File: src/rtl/swmap_pkg.sv
package swmap_pkg;

  typedef enum logic [1:0] {
    CYC_IDLE  = 2'd0,
    CYC_READ  = 2'd1,
    CYC_WRITE = 2'd2,
    CYC_BOTH  = 2'd3
  } cycle_kind_t;

  function automatic cycle_kind_t decode_cycle(input logic rd, input logic wr);
    return cycle_kind_t'({wr, rd});
  endfunction

  function automatic logic kind_reads(input cycle_kind_t k);
    return (k == CYC_READ) || (k == CYC_BOTH);
  endfunction

  function automatic logic kind_writes(input cycle_kind_t k);
    return (k == CYC_WRITE) || (k == CYC_BOTH);
  endfunction

endpackage

File: src/rtl/swmap_window_match.sv
module swmap_window_match #(
  parameter int ADDR_W = 16,
  parameter int SEL_W  = 3
) (
  input  logic [ADDR_W-1:0] addr,
  input  logic [SEL_W-1:0]  sel,
  output logic              hit
);

  // The high address field must equal the switch setting bit for bit.
  function automatic logic field_equal(input logic [SEL_W-1:0] a,
                                       input logic [SEL_W-1:0] b);
    return (a ^ b) == '0;
  endfunction

  assign hit = field_equal(addr[ADDR_W-1 -: SEL_W], sel);

endmodule

File: src/rtl/swmap_row_decode.sv
module swmap_row_decode #(
  parameter int IDX_W = 3,
  localparam int ROWS = 1 << IDX_W
) (
  input  logic             en,
  input  logic [IDX_W-1:0] idx,
  output logic [ROWS-1:0]  onehot
);

  for (genvar i = 0; i < ROWS; i++) begin : g_row
    assign onehot[i] = en && (idx == IDX_W'(i));
  end

endmodule

File: src/rtl/swmap_read_gate.sv
module swmap_read_gate #(
  parameter int DATA_W = 8
) (
  input  logic              clk,
  input  logic              rst_n,
  input  logic              opt_in,
  input  logic              ext_dis_n,
  input  logic              rd_hit,
  input  logic [DATA_W-1:0] data_in,
  output logic [DATA_W-1:0] data_out,
  output logic              oe,
  output logic              opt_state,
  output logic              rd_block
);

  logic opt_q;

  // The option is static configuration, captured once per clock.
  always_ff @(posedge clk or negedge rst_n) begin
    if (!rst_n) opt_q <= 1'b0;
    else        opt_q <= opt_in;
  end

  function automatic logic block_reads(input logic opt, input logic line_n);
    return opt && !line_n;
  endfunction

  assign opt_state = opt_q;
  assign rd_block  = block_reads(opt_q, ext_dis_n);
  assign oe        = rd_hit && !rd_block;
  assign data_out  = oe ? data_in : '0;

endmodule

File: src/rtl/swmap_mem_decoder.sv
module swmap_mem_decoder #(
  parameter int ADDR_W = 16,
  parameter int SEL_W  = 3,
  parameter int ROW_AW = 10,
  parameter int DATA_W = 8,
  localparam int IDX_W = ADDR_W - SEL_W - ROW_AW,
  localparam int ROWS  = 1 << IDX_W
) (
  input  logic              clk,
  input  logic              rst_n,
  input  logic [ADDR_W-1:0] bus_addr,
  input  logic [SEL_W-1:0]  base_sel,
  input  logic              mem_rd,
  input  logic              mem_wr,
  input  logic              wr_allow,
  input  logic              rdis_opt,
  input  logic              ext_rdis_n,
  input  logic [DATA_W-1:0] rd_data_in,
  output logic [ROWS-1:0]   row_cs,
  output logic [ROWS-1:0]   row_we,
  output logic [ROW_AW-1:0] row_addr,
  output logic [DATA_W-1:0] bus_data_out,
  output logic              bus_data_oe,
  output logic              ready
);

  import swmap_pkg::*;

  // Named internal events, observed by the bound checker.
  cycle_kind_t      cyc;
  logic             win_hit;
  logic             access_hit;
  logic             wr_pass;
  logic             rd_hit;
  logic             opt_state;
  logic             rd_block;
  logic [IDX_W-1:0] row_idx;

  assign cyc        = decode_cycle(mem_rd, mem_wr);
  assign row_idx    = bus_addr[ROW_AW +: IDX_W];
  assign access_hit = win_hit && (cyc != CYC_IDLE);
  assign wr_pass    = win_hit && kind_writes(cyc) && wr_allow;
  assign rd_hit     = win_hit && kind_reads(cyc);

  swmap_window_match #(.ADDR_W(ADDR_W), .SEL_W(SEL_W)) win_i (
    .addr (bus_addr),
    .sel  (base_sel),
    .hit  (win_hit)
  );

  swmap_row_decode #(.IDX_W(IDX_W)) cs_dec_i (
    .en     (access_hit),
    .idx    (row_idx),
    .onehot (row_cs)
  );

  swmap_row_decode #(.IDX_W(IDX_W)) we_dec_i (
    .en     (wr_pass),
    .idx    (row_idx),
    .onehot (row_we)
  );

  swmap_read_gate #(.DATA_W(DATA_W)) rd_gate_i (
    .clk       (clk),
    .rst_n     (rst_n),
    .opt_in    (rdis_opt),
    .ext_dis_n (ext_rdis_n),
    .rd_hit    (rd_hit),
    .data_in   (rd_data_in),
    .data_out  (bus_data_out),
    .oe        (bus_data_oe),
    .opt_state (opt_state),
    .rd_block  (rd_block)
  );

  assign row_addr = bus_addr[ROW_AW-1:0];
  assign ready    = 1'b1;

endmodule

File: config.mk
export PLATFORM = sky130hd
export DESIGN_NAME = swmap_mem_decoder
export DESIGN_NICKNAME = d
export VERILOG_FILES = /design/src/rtl/swmap_pkg.sv /design/src/rtl/swmap_window_match.sv /design/src/rtl/swmap_row_decode.sv /design/src/rtl/swmap_read_gate.sv /design/src/rtl/swmap_mem_decoder.sv
export SDC_FILE = /design/constraint.sdc
export NUM_CORES = 1
export LEC_CHECK = 0
export BUFFER_PORTS_ARGS = -buffer_cell sky130_fd_sc_hd__buf_4
export CORE_MARGIN = 3
export CORE_UTILIZATION = 30
export DETAILED_ROUTE_END_ITERATION = 8
export GPL_TIMING_DRIVEN = 0
export PLACE_DENSITY = 0.83
export SYNTH_ARGS = -nofsm -noshare
export SYNTH_HDL_FRONTEND = slang
export SYNTH_HIERARCHICAL = 1
export SYNTH_SLANG_ARGS = --single-unit
File: constraint.sdc
create_clock -name clk -period 2.7 [get_ports clk]
set_input_delay 0.675 -clock clk [delete_from_list [all_inputs] [get_ports clk]]
set_output_delay 0.675 -clock clk [all_outputs]
set_load 0.005 [all_outputs]
Word level (Yosys, flattened, before mapping)
Index checks and enable logic that the tools add are counted.
{ "word_totals": {"ff_bits": 1, "elab_cells": 42, "out_inout_bits": 36, "input_bits": 34} }
{ "classes": {"bitwise": 1, "n_reduce_logical": 29, "n_eq_ne": 10, "n_mux": 1} }
{ "ops": {"columns": ["op", "n"], "rows": [
  ["logical AND 1 bit", 22],
  ["equality test 3 bit, second input constant", 4],
  ["2-to-1 mux 8 bit", 1],
  ["equality test 3 x 2 -> 1 bit, second input constant", 2],
  ["zero test 3 bit", 2],
  ["equality test 2 bit, second input constant", 2],
  ["equality test 3 x 1 -> 1 bit, second input constant", 1],
  ["bitwise XOR 3 bit", 1],
  ["equality test 2 x 1 -> 1 bit, second input constant", 1],
  ["zero test 1 bit", 2],
  ["logical OR 1 bit", 2],
  ["nonzero test 2 bit", 1]
]} }

Depth between registers and ports, before layout
{ "depth": {"word_depth": 5, "ltp_mapped": 4, "depth_no_buf": 4} }

By module
The synthesis kept the hierarchy.
{ "by_module_without_submodules": {"columns": ["module", "instances", "seq_area_each_um2", "cells_each", "area_each_um2"], "rows": [
  ["swmap_row_decode", 2, 0.0, 8, 96.3],
  ["swmap_mem_decoder", 1, 0.0, 15, 107.6],
  ["swmap_read_gate", 1, 25.0, 12, 98.8],
  ["swmap_window_match", 1, 0.0, 4, 36.3]
]} }

Worst setup path after synthesis
No wires, ideal clock.
{ "synth_timing": {"path_kind": "input port to output port", "startpoint": "input port base_sel[0]", "endpoint": "output port row_we[1]", "arrival_ns": 1.495, "required_ns": 2.025, "n_path_buf": 0, "stages": 4, "setup_slack_ns": 0.530, "path_cell_list": "xor2_1 > nor3_2 > and3_1 > and4bb_2"} }
{ "synth_via": {"elab_chain_cells": 5} }
{ "synth_rtl": {"columns": ["item", "line", "text"], "rows": [
  ["start: declaration", "swmap_mem_decoder.sv:12", "input logic [SEL_W-1:0] base_sel,"],
  ["bitwise XOR 3 bit", "swmap_window_match.sv:13", "return (a ^ b) == '0;"],
  ["zero test 3 bit", "swmap_window_match.sv:13", null],
  ["named net win_hit", "swmap_mem_decoder.sv:31", "logic win_hit;"],
  ["logical AND 1 bit (2 in a row)", "swmap_mem_decoder.sv:42", "assign wr_pass = win_hit && kind_writes(cyc) && wr_allow;"],
  ["named net wr_pass", "swmap_mem_decoder.sv:33", "logic wr_pass;"],
  ["logical AND 1 bit", "swmap_row_decode.sv:11", "assign onehot[i] = en && (idx == IDX_W'(i));"],
  ["end: declaration", "swmap_mem_decoder.sv:20", "output logic [ROWS-1:0] row_we,"]
]} }
The timed path passes the listed nets, and every way through them passes these cells.

Worst setup path after layout
{ "layout_timing": {"startpoint": "input port base_sel[0]", "endpoint": "output port row_we[0]"} }
Same word-level chain as after synthesis.

==> reports/results.tsv <==
metric	value	unit
drc	0	
post_drt_wl_per_cell	12.1	µm
clk_pin_slew	0	ns
grt_max_degree	17	
place_hpwl	1270	µm
cp_num_buf_inv	2	
syn-cell-area	432	µm²
worst_setup_path_end_kind	output pin	
via_per_inst	4.79	
grt_pass1_wl	2020	µm
status	finished clean	
dpl_worst_slack	0.200	ns
slowest_stage	and3_1	
dieArea	1930	µm²
area_growth_syn_to_layout	105	%
totalWireLength	1440	µm
required	2.03	ns
io_pins	70	
maxCapViolations	0	
initial_core_util	32.8	%
antenna_found_initial	0	
final_antenna_net_count	0	
grt_pass1_vias	519	
drive_above_1_share	84.6	%
timing.fmax	0.401	GHz
first_pass_iters	2	
syn_nets	80	
track_usage	13.0	%
netlist_instances	46	
holdWs	0.450	ns
tns	0	ns
rsz0062_at_grt	no	
worstPathCellList	buf_4, xor2_1, nor3_2, and3_1, nor4b_2, buf_4	
hold_path.class	in -> async	
fin_nets	140	
finalSetupViolCount	0	
layout_commonest_cell	buf_4	
cts_resized	0	
globalplace.congestion	0.683	
post-route-period-util	92.3	%
avgSynthCellArea	9.38	µm²
core-area	1320	µm²
finalWorstSetupSlack	0.209	ns
yosysWarningCount	6	
path_class	in -> out	
ir_drop	0.0000866	V
io_buffer_count	58	
die_h	43.9	µm
slew_violations	0	
finalHoldViolations	0	
worstPathArrival	1.82	ns
grt_overflow	0	
path_delay_family	simple AND/OR/NAND/NOR gates	
cts-hold-fix-buffers	0	
num_vias	570	
largest_register_ffs	1	
dieWidth	43.9	µm
cpPeakStageDelay	0.29	ns
critPathMaxFanout	8	
fin_util	67.2	%
p_leak	0.513	nW
crit_path_start_kind	primary input	
n_fill_cell	113	
rows	13	
first_iter_violations	1	
post_cts_buffers	0	
layout_common_cells	69 x buf_4, 9 x and3_1, 6 x and4b_2, 6 x and4bb_2, 3 x xor2_1	
post-route-min-period	2.49	ns
diodes	0	
cpMostUsedCell	buf_4	
power.density	116	nW/µm²
## cell type report
type	count	area (µm²)	area share, %
sequential	1	25.0	2.82
timing repair buffer	58	435	49.2
buffer	11	82.6	9.32
multi-input combinational	34	324	36.6
tap	15	18.8	2.12
## worst max-delay path by stage
| stage | startpoint | end | cells past startpoint |
|---|---|---|---|
| 3_3_place_gp | base_sel[0] | row_we[0] | 6 |
| 4_1_cts | base_sel[0] | row_we[0] | 6 |
| 3_5_place_dp | base_sel[0] | row_we[0] | 6 |
| 6_report | base_sel[0] | row_we[0] | 6 |
| 2_1_floorplan | base_sel[0] | row_we[1] | 4 |
| 5_1_grt | base_sel[0] | row_cs[0] | 6 |
## metrics by stage
| step | cell area [µm²] | instances | power (mW) |
|---|---|---|---|
| after floorplan | 432 | 46 | 0.0488 |
| after global placement | 886 | 119 | 0.102 |
| after detailed placement | 886 | 119 | 0.104 |
| after CTS | 886 | 119 | 0.104 |
| after global routing | 886 | 119 | 0.111 |
| final | 886 | 119 | 0.103 |
## where the power goes
| part | switching, mW | leakage [nW] | internal, mW | total (mW) |
|---|---|---|---|---|
| Combinational | 0.0292 | 0.501 | 0.0569 | 0.0861 |
| Clock | 0 | 0 | 0 | 0 |
| Sequential | 0.000588 | 0.0117 | 0.0160 | 0.0166 |
## per-layer routing
layer  up-vias  wire, µm  global-route usage, %
li1        287         -                      -
met1       235       449                   12.5
met2        48       644                   23.8
met3         0       345                   9.13
met4         0         0                      0
met5         -         0                      0
No activity file was read; power rests on OpenSTA's default activity.
